### config.mk
export PLATFORM = sky130hd
export DESIGN_NAME = dma_err_capture
export DESIGN_NICKNAME = d
export VERILOG_FILES = /design/src/rtl/dma_err_pkg.sv /design/src/rtl/dma_err_hold.sv /design/src/rtl/dma_err_bits.sv /design/src/rtl/dma_err_status.sv /design/src/rtl/dma_err_capture.sv
export SDC_FILE = /design/constraint.sdc
export NUM_CORES = 1
export LEC_CHECK = 0
export ABC_AREA = 1
export CORE_MARGIN = 8
export CORE_UTILIZATION = 45
export CTS_BUF_LIST = sky130_fd_sc_hd__clkbuf_2 sky130_fd_sc_hd__clkbuf_4 sky130_fd_sc_hd__clkbuf_8
export DETAILED_ROUTE_END_ITERATION = 7
export DONT_BUFFER_PORTS = 1
export SLEW_MARGIN = 20
export SYNTH_ARGS = -nofsm -noshare
export SYNTH_HDL_FRONTEND = slang
export SYNTH_HIERARCHICAL = 1
export SYNTH_SLANG_ARGS = --single-unit
### constraint.sdc
create_clock -name clk -period 4.8 [get_ports clk]
set_input_delay 0.96 -clock clk [delete_from_list [all_inputs] [get_ports clk]]
set_output_delay 0.96 -clock clk [all_outputs]
set_load 0.01 [all_outputs]
### src/rtl/dma_err_pkg.sv
package dma_err_pkg;
  localparam int CHN_W  = 6;
  localparam int MAX_CH = 64;
  localparam int CODE_W = 4;

  typedef enum logic [CODE_W-1:0] {
    FC_SRC_ADDR = 4'd0,
    FC_SRC_OFS  = 4'd1,
    FC_DST_ADDR = 4'd2,
    FC_DST_OFS  = 4'd3,
    FC_COUNT    = 4'd4,
    FC_SG_ADDR  = 4'd5,
    FC_SRC_BUS  = 4'd6,
    FC_DST_BUS  = 4'd7,
    FC_GRP_PRIO = 4'd8,
    FC_CH_PRIO  = 4'd9
  } fault_code_e;

  typedef struct packed {
    logic             grp_dup;
    logic             ch_dup;
    logic [CHN_W-1:0] chan;
    logic [7:0]       kind;
  } fault_rec_t;

  function automatic logic is_chan_fault(input logic [CODE_W-1:0] c);
    return c <= FC_DST_BUS;
  endfunction

  function automatic logic is_prio_fault(input logic [CODE_W-1:0] c);
    return (c == FC_GRP_PRIO) || (c == FC_CH_PRIO);
  endfunction
endpackage

### src/rtl/dma_err_hold.sv
module dma_err_hold
  import dma_err_pkg::*;
(
  input  logic              clk,
  input  logic              rst_n,
  input  logic              in_valid,
  output logic              in_ready,
  input  logic [CHN_W-1:0]  in_chan,
  input  logic [CODE_W-1:0] in_code,
  input  logic              in_rd_pend,
  input  logic              rd_done,
  output logic              cm_valid,
  output logic [CHN_W-1:0]  cm_chan,
  output logic [CODE_W-1:0] cm_code
);
  logic              held_q;
  logic [CHN_W-1:0]  hchan_q;
  logic [CODE_W-1:0] hcode_q;
  logic              take, park, release_now;

  always_comb begin
    in_ready    = !held_q;
    take        = in_valid && in_ready;
    park        = take && (in_code == FC_DST_BUS) && in_rd_pend;
    release_now = held_q && rd_done;
    cm_valid    = (take && !park) || release_now;
    cm_chan     = held_q ? hchan_q : in_chan;
    cm_code     = held_q ? hcode_q : in_code;
  end

  always_ff @(posedge clk) begin
    if (!rst_n) begin
      held_q  <= 1'b0;
      hchan_q <= '0;
      hcode_q <= '0;
    end else if (park) begin
      held_q  <= 1'b1;
      hchan_q <= in_chan;
      hcode_q <= in_code;
    end else if (release_now) begin
      held_q  <= 1'b0;
    end
  end

  AST_PARK_SILENT: assert property (@(posedge clk) disable iff (!rst_n)
    (held_q && !rd_done) |-> !cm_valid);
  AST_PARK_RELEASES: assert property (@(posedge clk) disable iff (!rst_n)
    park |=> (held_q && cm_code == FC_DST_BUS));
endmodule

### src/rtl/dma_err_bits.sv
module dma_err_bits
  import dma_err_pkg::*;
#(
  parameter int NUM_CH = 64
) (
  input  logic              clk,
  input  logic              rst_n,
  input  logic              set_en,
  input  logic [CHN_W-1:0]  set_chan,
  input  logic              clr_en,
  input  logic              clr_all,
  input  logic [CHN_W-1:0]  clr_chan,
  output logic [MAX_CH-1:0] word
);
  for (genvar i = 0; i < MAX_CH; i++) begin : g_bit
    if (i < NUM_CH) begin : g_live
      logic q;
      logic hit_set, hit_clr;
      always_comb begin
        hit_set = set_en && (set_chan == CHN_W'(i));
        hit_clr = clr_en && (clr_all || (clr_chan == CHN_W'(i)));
      end
      always_ff @(posedge clk) begin
        if (!rst_n)       q <= 1'b0;
        else if (hit_set) q <= 1'b1;
        else if (hit_clr) q <= 1'b0;
      end
      assign word[i] = q;
    end else begin : g_tie
      assign word[i] = 1'b0;
    end
  end

  AST_BIT_SET: assert property (@(posedge clk) disable iff (!rst_n)
    set_en |=> word[$past(set_chan)]);
  AST_CLR_ONE: assert property (@(posedge clk) disable iff (!rst_n)
    (clr_en && !clr_all && !(set_en && set_chan == clr_chan)) |=> !word[$past(clr_chan)]);
  AST_CLR_ALL: assert property (@(posedge clk) disable iff (!rst_n)
    (clr_en && clr_all && !set_en) |=> (word == '0));
endmodule

### src/rtl/dma_err_status.sv
module dma_err_status
  import dma_err_pkg::*;
(
  input  logic              clk,
  input  logic              rst_n,
  input  logic              ld_en,
  input  logic [CHN_W-1:0]  ld_chan,
  input  logic [CODE_W-1:0] ld_code,
  output fault_rec_t        rec
);
  fault_rec_t rec_d;

  always_comb begin
    rec_d = rec;
    if (ld_en) begin
      if (is_chan_fault(ld_code)) begin
        rec_d.grp_dup = 1'b0;
        rec_d.ch_dup  = 1'b0;
        rec_d.chan    = ld_chan;
        rec_d.kind    = 8'h80 >> ld_code[2:0];
      end else if (ld_code == FC_GRP_PRIO) begin
        rec_d.grp_dup = 1'b1;
        rec_d.ch_dup  = 1'b0;
        rec_d.kind    = '0;
      end else if (ld_code == FC_CH_PRIO) begin
        rec_d.grp_dup = 1'b0;
        rec_d.ch_dup  = 1'b1;
        rec_d.kind    = '0;
      end
    end
  end

  always_ff @(posedge clk) begin
    if (!rst_n) rec <= '0;
    else        rec <= rec_d;
  end

  AST_ONE_KIND: assert property (@(posedge clk) disable iff (!rst_n)
    $onehot0({rec.grp_dup, rec.ch_dup, rec.kind}));
  AST_PRIO_KEEPS_CHAN: assert property (@(posedge clk) disable iff (!rst_n)
    (ld_en && is_prio_fault(ld_code)) |=> (rec.chan == $past(rec.chan)));
  AST_IDLE_STABLE: assert property (@(posedge clk) disable iff (!rst_n)
    (!ld_en || ld_code > FC_CH_PRIO) |=> (rec == $past(rec)));
endmodule

### src/rtl/dma_err_capture.sv
module dma_err_capture
  import dma_err_pkg::*;
#(
  parameter int NUM_CH = 64
) (
  input  logic        clk,
  input  logic        rst_n,
  input  logic        err_valid,
  output logic        err_ready,
  input  logic [5:0]  err_chan,
  input  logic [3:0]  err_type,
  input  logic        err_rd_pend,
  input  logic        rd_done,
  input  logic        clr_en,
  input  logic        clr_all,
  input  logic [5:0]  clr_chan,
  input  logic [1:0]  rd_sel,
  output logic [31:0] rd_data,
  output logic        stop_req,
  output logic [5:0]  stop_chan
);
  localparam int HALF = MAX_CH / 2;

  logic              cm_valid;
  logic [CHN_W-1:0]  cm_chan;
  logic [CODE_W-1:0] cm_code;
  logic              in_range, set_en, ld_en;
  logic [MAX_CH-1:0] word;
  fault_rec_t        rec;
  logic              any_err;

  dma_err_hold u_hold (
    .clk(clk), .rst_n(rst_n),
    .in_valid(err_valid), .in_ready(err_ready),
    .in_chan(err_chan), .in_code(err_type),
    .in_rd_pend(err_rd_pend), .rd_done(rd_done),
    .cm_valid(cm_valid), .cm_chan(cm_chan), .cm_code(cm_code)
  );

  always_comb begin
    in_range = (int'(cm_chan) < NUM_CH);
    set_en   = cm_valid && is_chan_fault(cm_code) && in_range;
    ld_en    = set_en || (cm_valid && is_prio_fault(cm_code));
  end

  dma_err_bits #(.NUM_CH(NUM_CH)) u_bits (
    .clk(clk), .rst_n(rst_n),
    .set_en(set_en), .set_chan(cm_chan),
    .clr_en(clr_en), .clr_all(clr_all), .clr_chan(clr_chan),
    .word(word)
  );

  dma_err_status u_stat (
    .clk(clk), .rst_n(rst_n),
    .ld_en(ld_en), .ld_chan(cm_chan), .ld_code(cm_code),
    .rec(rec)
  );

  always_ff @(posedge clk) begin
    if (!rst_n) begin
      stop_req  <= 1'b0;
      stop_chan <= '0;
    end else begin
      stop_req  <= set_en;
      if (set_en) stop_chan <= cm_chan;
    end
  end

  always_comb begin
    any_err = |word;
    case (rd_sel)
      2'd0:    rd_data = {any_err, 15'b0, rec};
      2'd1:    rd_data = word[MAX_CH-1:HALF];
      2'd2:    rd_data = word[HALF-1:0];
      default: rd_data = '0;
    endcase
  end

  AST_STOP_CAUSE: assert property (@(posedge clk) disable iff (!rst_n)
    stop_req |-> $past(cm_valid && is_chan_fault(cm_code)));
  AST_STOP_ONE_CYCLE: assert property (@(posedge clk) disable iff (!rst_n)
    (stop_req && !set_en) |=> !stop_req);
  AST_VALID_OR: assert property (@(posedge clk) disable iff (!rst_n)
    (rd_sel == 2'd0) |-> (rd_data[31] == (word != '0)));
endmodule

==> results.cfg, run 1 <==
[route]
wire_per_inst_um = 16.1
drtPass1Iterations = 5
num_vias = 5778
drtIter0Drc = 467
avgViaCountPerCell = 5.25
drc = 0
ant_nets = 0
finalWirelength_mm = 17.8

[status]
status = finished clean

[critical_path]
cp_max_fo = 17
critPathArrivalTime_ns = 2.09
cp.required_ns = 3.84
worst_setup_path_start_kind = input pin
crit_type = input pin to primary output
critPathCaptureType = primary output

[power_and_ir_drop]
p_leak_uw = 0.00246
p_per_area_mw_per_mm2 = 255
max-vdd-ir-drop_v = 0.000187

[sta]
timing_hold_violations_final = 0
fmax_mhz = 328
timing.slew.headroom_pct = 26.6
min_period_over_period_pct = 63.5
drv_slew = 0
rsz0062_at_grt = false
worst_pin_slew_ns = 1.10
setup_violations = 0
period_minus_slack_ns = 3.05
fin_setup_tns_ns = 0
clock_skew_ns = 0.0177

[clock_tree]
clk_path_buf_depth = 2
clk_latency_ns = 0.39
h-tree-depth = 3
post_cts_resized = 0
hold_buffers = 0
cts-root-buf = clkbuf_8
cts_sinks = 98
numCtsBuffers = 9
cts_tree = yes
path_clk_slew_ns = 0.09
cts_setup_buffers = 0

[synthesis]
syn_nets = 1040
synth_area_mm2 = 0.00639
yosys_warnings = 6
ys_seq_area_share_pct = 30.7
yosys.area.top_type_share_pct = 30.7
ys_ff_latch = 98
synthArstFlopShare_pct = 0
syn_avg_cell_area_um2 = 6.30
netlist_instances = 1015
synthFlopType = dfxtp_1
synth_area_leaders = dfxtp_1, nand2_1, buf_4
yosys.area.top_type = dfxtp_1
synth_edf_count = 0
synth.distinct_cells = 33

[floorplan]
rows = 43
die_y_um = 135
die_x_um = 135
die_area_mm2 = 0.0183
initial_core_util_pct = 46.0
core-area_mm2 = 0.0139
io_pins = 65

[placed_design]
numPortBuffers = 0
hpwl_mm = 12.3
gp_congestion = 0.842

[final_layout]
num_antenna_cells = 0
drive_gt1_share_pct = 9.66
area_growth_pct = -4.99
fill_cells = 1570
fin_util_pct = 43.7
layout.nets = 941

[global_route]
grt_pass1_vias = 5295
grt_antenna_before_repair = 0
gr-total-overflow = 0
grt_pass1_wl_mm = 28.4
grt_max_degree = 65
track_usage_pct = 19.6

[worst_hold_path]
hp-class = register to register

[job]
maxCapViolations = 0
-- final timing paths --
kind | startpoint | to | slack, ns | cells past startpoint
max | rd_sel[0] | rd_data[11] | 1.75 | 4
min | u_hold/hcode_q[3] | u_hold/hcode_q[3] | 0.46 | 2
max reg2reg | u_hold/held_q | u_bits/g_bit[22].g_live.q | 1.88 | 6
min reg2reg | u_hold/hcode_q[3] | u_hold/hcode_q[3] | 0.46 | 2
-- critical path, stage by stage --
cell and delay [ns]:
inv_2 0.02, or2_2 0.51, buf_4 0.32, o211ai_2 0.28
-- kinds of logic (layout without fill, tap and decap cells) --
group / count (synthesis) / in the layout / share of synthesized area [%]
DFF: 98 / 98 / 30.7
AOI/OAI and AO/OA: 124 / 124 / 12.5
and+or+nand+nor: 601 / 601 / 40.2
buffers and inverters: 192 / 98 / 16.6
-- through the flow --
step | setup WS (ns) | area (µm²) | power [µW] | std cells | hold slack, ns
final | 1.75 | 6070 | 1550 | 1101 | 0.460
after global routing | 1.50 | 6070 | 1630 | 1101 | 0.491
after CTS | 1.74 | 6070 | 1560 | 1101 | 0.458
after detailed placement | 1.69 | 5890 | 1060 | 1085 | 0.443
after global placement | 1.72 | 5890 | 1060 | 1085 | 0.438
after floorplan | 2.05 | 6390 | 1030 | 1015 | 0.424
-- synth_stat cells, types with 3 or more instances --
cell type / number
nand4_1: 3
o21ai_2: 14
dfxtp_1: 98
nand2_4: 3
o21ai_0: 22
buf_4: 68
buf_1: 6
nand2_1: 350
nor3_4: 3
nand3_1: 100
inv_1: 66
nor2_8: 3
buf_6: 6
nor2_2: 8
a21oi_1: 70
nor2_1: 121
o211ai_2: 16
nand2_2: 3
buf_2: 14
clkbuf_1: 20
inv_2: 9
-- layout by cell type (no fill, tap or decap), drive strengths merged --
| master | Yosys | routed |
|---|---|---|
| clkinvlp | 0 | 2 |
| nand4 | 4 | 4 |
| clkbuf | 20 | 10 |
| o22ai | 1 | 1 |
| nand3 | 102 | 102 |
| a21oi | 70 | 70 |
| nand2 | 356 | 356 |
| inv | 77 | 78 |
| nor3 | 5 | 5 |
| o21ai | 36 | 36 |
| buf | 95 | 5 |
| o211ai | 16 | 16 |
| o31ai | 1 | 1 |
| dfxtp | 98 | 98 |
| nor2 | 133 | 133 |
| or2 | 1 | 1 |
| clkinv | 0 | 3 |
-- layout make-up --
cell class | count | area, µm² | share of cell area, %
flip-flops and latches | 98 | 1960 | 32.3
inverters | 77 | 302 | 4.97
clock inverters | 6 | 42.5 | 0.701
multi-input cells | 725 | 3370 | 55.5
clock buffers | 10 | 131 | 2.16
well taps | 180 | 225 | 3.71
repair buffers | 5 | 37.5 | 0.618
-- layer usage --
layer | global-route usage, % | wire length [µm] | up-vias
met3 | 4.71 | 1240 | 36
met2 | 30.3 | 7950 | 155
met1 | 25.7 | 8100 | 2657
met5 | 1.66 | 39 | -
li1 | - | - | 2928
met4 | 7.53 | 459 | 2
-- report_power, final --
group | internal (µW) | total, µW | switching [µW]
Sequential | 829 | 842 | 12.4
Clock | 195 | 504 | 309
Combinational | 51.8 | 204 | 152
Total | 1080 | 1550 | 473
-- registers in the layout (all words and copies together), names as in the netlist --
signal                 count
stop_chan                  6
stop_req                   1
u_bits/g_bit.g_live.q     64
u_hold/hchan_q             6
u_stat/rec                16
u_hold/hcode_q             4
u_hold/held_q              1
No activity file was read; power rests on OpenSTA's default activity.
==> inputs of run 2 (changes only) <==
- clock period: 4.8 -> 2.75 ns (I/O delays scaled with it)
==> run 2 against run 1 <==
- combinational power grew 80%
- critical endpoint is now u_bits/g_bit[52].g_live.q
- power grew 74%
- first-iteration DRC count grew 5.8%
- die area is the same
- worst hold slack lost 0.19 ns
- highest routed layer is now met4
- global-route usage shrank 0.12 points
- wire length shrank 2.6%
==> results.cfg, run 2 (same netlist as run 1, synthesis figures left out) <==
[status]
status = finished clean

[global_route]
grt_pass1_wl_mm = 28.6
grt_pass1_vias = 5295
busiest_layer = met2
use_met2_pct = 30.5
use_met3_pct = 5.68
grt_antenna_before_repair = 0
gr-total-overflow = 0
grt_max_degree = 65
grtUsageMet1_pct = 25.5
track_usage_pct = 19.5

[placed_design]
hpwl_mm = 12.3
numPortBuffers = 0
gp_congestion = 0.822
place_area_mm2 = 0.00603

[final_layout]
largest_reg_flops = 64
area_growth_pct = -2.98
largest_register = u_bits/g_bit.g_live.q
num_antenna_cells = 0
final_cell_mix = nand2_1, nor2_1, nand3_1
finalInstanceArea_mm2 = 0.00620
drive_gt1_share_pct = 11.2
layout.nets = 958
layout_commonest_cell = nand2_1
fill_cells = 1555
top_regs = u_bits/g_bit.g_live.q (64), u_stat/rec (16)

[critical_path]
critPathCaptureType = register
critPathArrivalTime_ns = 2.62
worst_setup_path_start_kind = register
startpoint = u_hold/held_q
cp.required_ns = 3.06
crit_path_top_delay_cell = o21ai_0
path_cells = buf_4 > o21ai_0 > inv_2 > nor3_4 > buf_4 > nand2_1 > a21oi_1
rr_startpoint = u_hold/held_q
cp_max_fo = 16
max_stage_delay_ns = 0.71
crit_buf_inv = 3
cp_top_family = compound AO/OA/AOI/OAI gates
cp_common_cell = buf_4
crit_type = register to register

[route]
num_vias = 5765
drtIter0Drc = 494
finalWirelength_mm = 17.3
ant_nets = 0
drc = 0
drtPass1Iterations = 7
avgViaCountPerCell = 5.16
wire_per_inst_um = 15.5

[power_and_ir_drop]
p_leak_uw = 0.00255
max-vdd-ir-drop_v = 0.000321
p_per_area_mw_per_mm2 = 436

[worst_hold_path]
hold_start = rst_n
hp-class = input pin to register

[floorplan]
die_x_um = 135
die_area_mm2 = 0.0183
rows = 43
die_y_um = 135
core-area_mm2 = 0.0139
io_pins = 65
initial_core_util_pct = 46.0

[job]
maxCapViolations = 0

[sta]
timing_hold_violations_final = 0
clock_skew_ns = 0.0104
fmax_mhz = 432
period_minus_slack_ns = 2.31
timing.slew.headroom_pct = 40.7
worst_pin_slew_ns = 0.880
drv_slew = 0
setup_violations = 0
fin_setup_tns_ns = 0
rsz0062_at_grt = false
min_period_over_period_pct = 84.1

[clock_tree]
clk_path_buf_depth = 2
path_clk_slew_ns = 0.10
clk_latency_ns = 0.38
h-tree-depth = 3
post_cts_resized = 0
cts_tree = yes
cts_setup_buffers = 0
numCtsBuffers = 9
cts_sinks = 98
cts-root-buf = clkbuf_8
hold_buffers = 0
[run 2: cell count changes in the layout (fill, tap and decap cells not counted)]
cell	delta
buf_4	+16
clkinv_2	+2
buf_12	+1
clkbuf_4	-1
clkinv_4	-1
inv_2	+1
inv_4	-1
nor2_1	+1
nor2_2	-1
[run 2: worst paths after layout]
check | to | depth (start not counted) | slack [ns]
min | u_hold/hchan_q[2] | 2 | 0.27
max reg2reg | u_bits/g_bit[52].g_live.q | 7 | 0.44
max | u_bits/g_bit[52].g_live.q | 7 | 0.44
min reg2reg | u_hold/hcode_q[2] | 2 | 0.47
[run 2: report_power, final]
group | internal [µW] | switching, µW
sequential | 1450 | 22.0
clock | 326 | 539
combinational | 103 | 265
total | 1880 | 826
[run 2: layout make-up]
type                            instances  area, µm²  area share [%]
Multi-Input combinational cell        725       3370            54.3
Sequential cell                        98       1960            31.6
Inverter                               77        299            4.82
Tap cell                              180        225            3.63
Timing Repair Buffer                   22        178            2.87
Clock buffer                            9        124            2.00
Clock inverter                          7       43.8           0.706
[run 2: stage by stage]
| stage | utilization (%) | hold WS, ns | power [µW] | setup WS (ns) | instances |
|---|---|---|---|---|---|
| floorplan | - | 0.424 | 1810 | 0.412 | 1015 |
| global placement | 43.5 | 0.445 | 1870 | 0.483 | 1102 |
| detailed placement | 43.5 | 0.447 | 1870 | 0.451 | 1102 |
| CTS | 44.7 | 0.258 | 2730 | 0.425 | 1118 |
| global route | 44.7 | 0.259 | 2840 | 0.205 | 1118 |
| finish | 44.7 | 0.271 | 2700 | 0.437 | 1118 |
[run 2: routing by layer]
metal  part of all wire, %  wire [µm]
met5                     0          0
met3                   7.7       1330
met4                   1.8        317
met1                    46       7890
met2                    45       7790
